===== src/rtl/irq_agg_pkg.sv =====
package irq_agg_pkg;
  localparam int unsigned NUM_CH  = 4;
  localparam int unsigned SEL_W   = 4;
  localparam int unsigned REG_W   = NUM_CH + SEL_W;
  localparam int unsigned STAT_LO = SEL_W;

  typedef logic [NUM_CH-1:0] ch_vec_t;
  typedef logic [SEL_W-1:0]  sel_t;
  typedef logic [REG_W-1:0]  reg_t;
endpackage


===== src/rtl/irq_sync.sv =====
module irq_sync
  import irq_agg_pkg::*;
#(
  parameter int unsigned STAGES = 2
) (
  input  logic    clk,
  input  logic    rst_n,
  input  ch_vec_t async_n,
  output ch_vec_t sync_n
);
  // one flop chain per channel, reset to the inactive (high) level
  for (genvar c = 0; c < NUM_CH; c++) begin : g_ch
    logic [STAGES-1:0] chain_q;
    always_ff @(posedge clk or negedge rst_n) begin
      if (!rst_n) chain_q <= '1;
      else        chain_q <= {chain_q[STAGES-2:0], async_n[c]};
    end
    assign sync_n[c] = chain_q[STAGES-1];
  end
endmodule


===== src/rtl/irq_combine.sv =====
module irq_combine
  import irq_agg_pkg::*;
(
  input  ch_vec_t sync_n,
  output logic    pad_oe,
  output logic    pad_out
);
  ch_vec_t active;
  always_comb begin
    active = ~sync_n;
    pad_oe = |active;
  end
  // open-drain pad: only the enable moves, the data is always low
  assign pad_out = 1'b0;
endmodule


===== src/rtl/irq_status_cap.sv =====
module irq_status_cap
  import irq_agg_pkg::*;
(
  input  logic    clk,
  input  logic    rst_n,
  input  ch_vec_t sync_n,
  input  logic    rd_strobe,
  input  logic    wr_en,
  input  reg_t    wr_data,
  output reg_t    rd_value
);
  ch_vec_t stat_q;
  sel_t    sel_q;

  always_ff @(posedge clk or negedge rst_n) begin
    if (!rst_n)         stat_q <= '0;
    else if (rd_strobe) stat_q <= ~sync_n;
  end

  always_ff @(posedge clk or negedge rst_n) begin
    if (!rst_n)     sel_q <= '0;
    else if (wr_en) sel_q <= wr_data[SEL_W-1:0];
  end

  assign rd_value = {stat_q, sel_q};
endmodule


===== src/rtl/irq_aggregator.sv =====
module irq_aggregator
  import irq_agg_pkg::*;
#(
  parameter int unsigned SYNC_STAGES = 2
) (
  input  logic       clk,
  input  logic       rst_n,
  input  logic [3:0] irq_n_i,
  input  logic       rd_strobe_i,
  input  logic       wr_en_i,
  input  logic [7:0] wr_data_i,
  output logic [7:0] rd_data_o,
  output logic       irq_oe_o,
  output logic       irq_out_o
);
  ch_vec_t sync_n;

  irq_sync #(.STAGES(SYNC_STAGES)) u_sync (
    .clk     (clk),
    .rst_n   (rst_n),
    .async_n (irq_n_i),
    .sync_n  (sync_n)
  );

  irq_combine u_comb (
    .sync_n  (sync_n),
    .pad_oe  (irq_oe_o),
    .pad_out (irq_out_o)
  );

  irq_status_cap u_cap (
    .clk       (clk),
    .rst_n     (rst_n),
    .sync_n    (sync_n),
    .rd_strobe (rd_strobe_i),
    .wr_en     (wr_en_i),
    .wr_data   (wr_data_i),
    .rd_value  (rd_data_o)
  );
endmodule


===== config.mk =====
export PLATFORM = sky130hd
export DESIGN_NAME = irq_aggregator
export DESIGN_NICKNAME = d
export VERILOG_FILES = /design/src/rtl/irq_agg_pkg.sv /design/src/rtl/irq_sync.sv /design/src/rtl/irq_combine.sv /design/src/rtl/irq_status_cap.sv /design/src/rtl/irq_aggregator.sv
export SDC_FILE = /design/constraint.sdc
export NUM_CORES = 1
export LEC_CHECK = 0
export ABC_AREA = 0
export BUFFER_PORTS_ARGS = -buffer_cell sky130_fd_sc_hd__buf_4
export CAP_MARGIN = 5
export CORE_UTILIZATION = 42
export DETAILED_ROUTE_END_ITERATION = 12
export PLACE_DENSITY = 0.71
export SLEW_MARGIN = 20
export SYNTH_ARGS = -nofsm -noshare
export SYNTH_HDL_FRONTEND = slang
export SYNTH_HIERARCHICAL = 1
export SYNTH_SLANG_ARGS = --single-unit

===== constraint.sdc =====
create_clock -name clk -period 1.1 [get_ports clk]
set_clock_uncertainty 0.1 [all_clocks]
set_input_delay 0.22 -clock clk [delete_from_list [all_inputs] [get_ports clk]]
set_output_delay 0.22 -clock clk [all_outputs]
set_load 0.1 [all_outputs]

Yosys cells after proc, flatten, opt, wreduce, memory -nomap -nowiden
Index checks and enable logic that the tools add are counted. W data, S select, Z words.

Flip-flop bits (word level): 16. Input port bits: 16. Output and inout bits: 10. Word-level logic and storage cells: 8.

Bitwise logic cells: 1. Reductions and logical operators: 1.

Operators with widths (count): $not A4 Y4 (1); $reduce_or A4 Y1 (1).

Logic depth before layout (Yosys ltp)
Gate-level depths: netlist of the first run.

Depth after elaboration: 2. Gate-level depth with buffers: 3. Gate-level depth less buffers: 2.

By module
The synthesis of the first run kept the hierarchy.

Modules (own cells, without submodules): irq_status_cap (times used 1, cells an instance 21, area an instance 300.3 um^2, sequential area each 200.2 um^2); irq_sync (times used 1, cells an instance 12, area an instance 240.2 um^2, sequential area each 210.2 um^2); irq_combine (times used 1, cells an instance 3, area an instance 17.5 um^2, sequential area each 0.0 um^2).

Worst setup path after synthesis of the first run
No wires, ideal clock.

Kind: register to output. Start: register u_sync.g_ch[2].chain_q[1]. End: output port irq_oe_o. Arrival: 1.490 ns. Data required time: 0.780 ns. Path slack: -0.710 ns. Cell stages (with the launch flop): 3. Buffers on the path: 1. Cell sequence: dfstp_2 > buf_4 > nand4_1.

Cells in the longest elaborated chain, start to end: 2.

Ends and longest elaborated chain: start: declaration (line irq_sync.sv:13) `logic [STAGES-1:0] chain_q;`; start signal: assignment (line irq_sync.sv:16) `else chain_q <= {chain_q[STAGES-2:0], async_n[c]};`; $not A4 Y4 (line irq_combine.sv:10) `active = ~sync_n;`; $reduce_or A4 Y1 (line irq_combine.sv:11) `pad_oe = |active;`; end: declaration (line irq_aggregator.sv:13) `output logic irq_oe_o,`.

No other way between the ends.

Final worst setup path of the first run
Start: register u_sync.g_ch[3].chain_q[1]. End: output port irq_oe_o.

Cells in the longest elaborated chain, start to end: 2.

Ends and longest elaborated chain (line): start: declaration (irq_sync.sv:13); start signal: assignment (irq_sync.sv:16); $not A4 Y4 (irq_combine.sv:10); $reduce_or A4 Y1 (irq_combine.sv:11).

No other way between the ends.

==> results.yml, run 1 <==
critical_path:
  cp.arrival_ns: 1.14
  critical_path_class: "flop to primary output"
  worstPathRequired_ns: 0.78
  r2r-end: "u_cap/sel_q[3]"
  rrSetupSlack_ns: 0.12
  setup.worst_path.end_class: "primary output"
  timing.rr.start: "u_cap/sel_q[3]"
  worst_r2r_path_depth: 1
  crit_fanout: 2
  critPathLaunchType: "flop"
global_route:
  grt_overflow: 0
  antenna_found_initial: 0
  grt_pass1_wl_mm: 1.55
  grt_use_total_pct: 18.0
  grt_max_degree: 17
  grt_pass1_vias: 367
logic_synthesis:
  synth_compound_area_share_pct: 0.897
  synthMuxAreaShare_pct: 13.5
  yosys.area_share.simple_pct: 1.79
  yosysSeqAreaShare_pct: 73.5
  synth_area_sq_um: 558
  synth_top_family_by_area: "multiplexers"
  yosysWarnings: 6
  ys_ff_latch: 16
  avgSynthCellArea_sq_um: 15.5
  syn_inst: 36
  ys_types: 11
  synth_fp_nets: 52
  synth-xor-area-share_pct: 0
  synth_fa_ha_area_share_pct: 0
finish:
  nFillCells: 78
  layoutNonFillerInstCount: 74
  drive_above_1_share_pct: 75.0
  area_delta_synth_final_pct: 60.5
  antenna_cells: 0
  final_nets: 77
min_path:
  hold_start: "rd_strobe_i"
  hold_class: "primary input to flop"
  min_to: "u_cap/stat_q[1]"
  whs_path_depth: 2
sta:
  setup_viol: 9
  rsz0062_at_grt: "true"
  fin_crit_sh_pct: 132
  finalMaxSlewViolations: 0
  period_minus_slack_ns: 1.46
  timing.fmax_ghz: 0.687
  hold_violations: 0
  fin_ws_ns: -0.355
  fin_tns_setup_ns: -1.44
pwr:
  p_clk_share_pct: 24.1
  p_comb_share_pct: 30.4
  ir_worst_vdd_mv: 1.01
  p_leak_nw: 0.405
  powerDensity_mw_per_mm2: 1700
  switching_share_pct: 32.5
  seq_power_share_pct: 45.4
  p_int_w: 0.00103
  p_sw_w: 0.000495
clock_network:
  clock_sinks: 16
  cts_buffers: 3
  ctsLongestPathBuffers: 2
  clockRootBuffer: "clkbuf_4"
  clk_pin_slew_worst_paths_ns: 0.08
  insertion_delay_ns: 0.28
  cts_max_level: 1
  cts_tree: "built"
detailed_routing:
  wl_mm: 1.03
  drtIter0Drc: 2
  ant_nets: 0
  routed-via-count: 333
  wl_per_cell_um: 14.0
  viasPerCell: 4.50
  drc: 0
  drtPass1Iterations: 2
run_status:
  violations: "setup timing"
  status: "finished, violations left"
placed_design:
  io_buffer_count: 20
  globalplace.congestion: 0.614
  dp_cells: 64
  place_ws_ns: -0.0559
die:
  core-area_sq_mm: 0.00117
  start_util_pct: 47.6
  die_x_um: 38.5
  num_rows: 12
  fp.dieH_um: 38.5
  ioPinCount: 26
  die_area_sq_mm: 0.00148
run:
  cap_violations: 0
==> metal layers <==
metal / track usage (%) / up-vias / wire length (um)
met3: 6.98 / 2 / 42
met4: 10.3 / 0 / 21
li1: - / 155 / -
met2: 34.7 / 15 / 632
met5: 0 / - / 0
met1: 14.7 / 161 / 337
==> cell usage in the layout (no fill, tap or decap) <==
cell type	Yosys	routed
clkbuf_8	0	1
dfrtp_4	0	4
buf_8	0	1
mux2i_1	3	3
clkbuf_4	0	3
nor2_1	1	1
a21oi_1	1	1
nand4_1	1	1
conb_1	1	1
dfrtp_2	0	4
buf_6	0	1
buf_4	5	12
dfstp_2	8	8
inv_1	3	3
dlygate4sd3_1	0	5
buf_12	0	7
mux2_2	4	4
==> through the flow <==
stage | utilization, % | power (W) | hold WS (ns) | instance area, sq um
after global placement | 60.0 | 0.00105 | -0.0235 | 703
after CTS | 74.7 | 0.00152 | 0.0450 | 875
after global routing | 76.5 | 0.00159 | 0.0521 | 896
final | 76.5 | 0.00153 | 0.0672 | 896
after floorplan | - | 0.000973 | -0.176 | 582
after detailed placement | 60.0 | 0.00106 | -0.0194 | 703
==> registers in the layout, summed over array words and instances, names as in the netlist <==
name and cells:
u_sync/g_ch.chain_q 8, u_cap/stat_q 4, u_cap/sel_q 4
==> cells by family (layout without fill, tap and decap cells) <==
logic type / after synthesis / count (layout)
buffers and inverters: 9 / 33
AOI/OAI and AO/OA: 1 / 1
DFF: 16 / 16
and+or+nand+nor: 2 / 2
muxes: 7 / 7
other: 1 / 1
==> synth_stat cells <==
cell / count / area, sq um
dfrtp_1: 8 / 200
dfstp_2: 8 / 210
buf_4: 5 / 37.5
mux2_2: 4 / 45.0
inv_1: 3 / 11.3
mux2i_1: 3 / 30.0
a21oi_1: 1 / 5.00
buf_2: 1 / 5.00
conb_1: 1 / 3.75
nand4_1: 1 / 6.26
nor2_1: 1 / 3.75
==> what timing repair did <==
| action | CTS | global route |
|---|---|---|
| hold endpoints to repair | 20 | 0 |
| resized for setup | 19 | 5 |
| hold buffers | 5 | 0 |
| setup endpoints to repair | 9 | 9 |
| buffers inserted | 1 | 0 |
==> power by group through the flow <==
stage	sequential [W]	combinational, W	clock [W]
5_1_grt	0.000698	0.000477	0.000414
3_5_place_dp	0.000688	0.000372	0
2_1_floorplan	0.000902	0.0000711	0
6_report	0.000693	0.000464	0.000368
3_3_place_gp	0.000685	0.000367	0
4_1_cts	0.000690	0.000449	0.000380
==> critical path, stage by stage (launching register included) <==
cell,delay [ns]
dfstp_2,0.54
nand4_1,0.11
buf_6,0.20
==> final cells by class <==
| cell class | instances | area [sq um] | share of cell area [%] |
|---|---|---|---|
| clock buffers | 4 | 36.3 | 4.05 |
| inverters | 3 | 11.3 | 1.26 |
| multi-input cells | 11 | 93.8 | 10.5 |
| repair buffers | 26 | 307 | 34.2 |
| well taps | 14 | 17.5 | 1.96 |
| flip-flops and latches | 16 | 430 | 48.0 |
==> how the worst max path moves through the flow <==
stage	from	to	slack, ns	depth (start not counted)
finish	u_sync/g_ch[3].chain_q[1]	irq_oe_o	-0.36	2
global route	u_sync/g_ch[3].chain_q[1]	irq_oe_o	-0.41	2
CTS	u_sync/g_ch[3].chain_q[1]	irq_oe_o	-0.35	2
detailed placement	u_sync/g_ch[3].chain_q[1]	irq_oe_o	-0.06	2
global placement	u_sync/g_ch[0].chain_q[1]	irq_oe_o	-0.05	2
floorplan	u_sync/g_ch[0].chain_q[1]	irq_oe_o	-0.71	2
(Power assumes the default switching activity.)
==> run 2, diff against run 1 <==
--- a/config.mk
+++ b/config.mk
@@ -10,7 +10,7 @@
 export CAP_MARGIN = 5
 export CORE_UTILIZATION = 42
 export DETAILED_ROUTE_END_ITERATION = 12
-export PLACE_DENSITY = 0.71
+export PLACE_DENSITY = 0.73
 export SLEW_MARGIN = 20
 export SYNTH_ARGS = -nofsm -noshare
 export SYNTH_HDL_FRONTEND = slang
==> results.yml, run 2 (same netlist as run 1, synthesis figures left out) <==
finish:
  nFillCells: 75
  layoutNonFillerInstCount: 73
  mostFrequentLayoutCells: "buf_4, buf_12, dfstp_2, dlygate4sd3_1"
  final_nets: 76
  regMostFlops: "u_sync/g_ch.chain_q"
  area_delta_synth_final_pct: 60.1
  mostFrequentLayoutCell: "buf_4"
  final_cell_area_sq_um: 893
  reg.largest.list: "u_sync/g_ch.chain_q x8, u_cap/sel_q x4, u_cap/stat_q x4"
  drive_above_1_share_pct: 74.6
  antenna_cells: 0
  largest_reg_flops: 8
critical_path:
  critPathLaunch: "u_sync/g_ch[3].chain_q[1]"
  critPathLaunchType: "flop"
  crit_fanout: 2
  worstPathRequired_ns: 0.78
  timing.rr.start: "u_cap/sel_q[2]"
  critical_path_class: "flop to primary output"
  worst_r2r_path_depth: 1
  setup.worst_path.end_class: "primary output"
  slowest_stage: "dfstp_2"
  cp.arrival_ns: 1.13
  slowest_delay_ns: 0.55
  path_cells: "nand4_1 -> buf_6"
sta:
  hold_violations: 0
  timing.fmax_ghz: 0.688
  period_minus_slack_ns: 1.45
  fin_crit_sh_pct: 132
  fin_tns_setup_ns: -1.44
  finalMaxSlewViolations: 0
  fin_ws_ns: -0.353
  setup_viol: 9
  rsz0062_at_grt: "true"
global_route:
  grt_use_total_pct: 17.4
  grt_pass1_wl_mm: 1.58
  grt_overflow: 0
  grt_max_degree: 17
  antenna_found_initial: 0
  grt_pass1_vias: 392
die:
  ioPinCount: 26
  core-area_sq_mm: 0.00117
  die_area_sq_mm: 0.00148
  fp.dieH_um: 38.5
  die_x_um: 38.5
  num_rows: 12
  start_util_pct: 47.6
clock_network:
  ctsLongestPathBuffers: 2
  clk_pin_slew_worst_paths_ns: 0.09
  insertion_delay_ns: 0.27
  cts_tree: "built"
  cts_buffers: 3
  cts_max_level: 1
  clock_sinks: 16
  clockRootBuffer: "clkbuf_4"
run_status:
  status: "finished, violations left"
  violations: "setup timing"
detailed_routing:
  drtPass1Iterations: 3
  wl_per_cell_um: 13.8
  drc: 0
  wl_mm: 1.01
  routed-via-count: 337
  viasPerCell: 4.62
  drtIter0Drc: 6
  ant_nets: 0
placed_design:
  dp_cells: 64
  globalplace.congestion: 0.617
  hpwl_um: 700
  io_buffer_count: 20
  dpl_cell_area_sq_um: 703
pwr:
  p_leak_nw: 0.402
  ir_worst_vdd_mv: 1.00
  finalPower_w: 0.00153
  powerDensity_mw_per_mm2: 1710
min_path:
  hold_class: "primary input to flop"
  hold_start: "rd_strobe_i"
  whs_path_depth: 2
run:
  cap_violations: 0
[run 2: cell count changes in the layout (fill, tap and decap cells not counted)]
cell    before  now
buf_4       12   11
buf_12       7    8
buf_8        1    0
[run 2: layout make-up]
class                      count  area (sq um)  share of cell area, %
clock buffer                   4          36.3                   4.06
inverter                       3          11.3                   1.26
timing repair buffer          25           304                   34.0
sequential                    16           430                   48.2
tap                           14          17.5                   1.96
multi-input combinational     11          93.8                   10.5
[run 2: power by group]
part | total (W) | leakage, nW | switching (W) | internal (W)
clock network | 0.000375 | 0.0210 | 0.000174 | 0.000201
registers | 0.000694 | 0.169 | 0.0000374 | 0.000656
logic | 0.000462 | 0.212 | 0.000289 | 0.000173
[run 2: layer usage]
| metal | routed length [um] | global-route usage, % | vias up |
|---|---|---|---|
| li1 | - | - | 155 |
| met1 | 311 | 15.4 | 165 |
| met2 | 615 | 31.4 | 15 |
| met3 | 54 | 5.81 | 2 |
| met4 | 27 | 13.8 | 0 |
| met5 | 0 | 0 | - |
[run 2: metrics by stage]
| stage | util (%) | worst slack [ns] | hold slack [ns] |
|---|---|---|---|
| 2_1_floorplan | - | -0.709 | -0.176 |
| 3_3_place_gp | 60.0 | -0.0530 | -0.0237 |
| 3_5_place_dp | 60.0 | -0.0552 | -0.0151 |
| 4_1_cts | 73.3 | -0.358 | 0.0478 |
| 5_1_grt | 76.3 | -0.414 | 0.0502 |
| 6_report | 76.3 | -0.353 | 0.0588 |
[run 2: critical path, delay by kind of cell (launching register included)]
kind | cells | cell delay, ns
buffers and inverters | 1 | 0.20
flip-flops | 1 | 0.55
AND/OR/NAND/NOR | 1 | 0.11
[run 2: path summary, 6_finish.rpt]
check / endpoint / slack [ns]
worst min register to register: u_sync/g_ch[3].chain_q[1] / 0.25
worst max register to register: u_cap/sel_q[2] / 0.12
max in group asynchronous: u_sync/g_ch[2].chain_q[1] / 0.42
worst min-delay path: u_cap/stat_q[1] / 0.06
worst max-delay path: irq_oe_o / -0.35
min in group asynchronous: u_cap/sel_q[3] / 0.23
[run 2: repair_timing]
action | in CTS | in global routing
endpoints found under the setup margin | 9 | 9
hold buffers | 5 | 0
gates resized for setup | 17 | 8
endpoints found under the hold margin | 20 | 0
buffers inserted | 0 | 0
gates cloned | 0 | 0
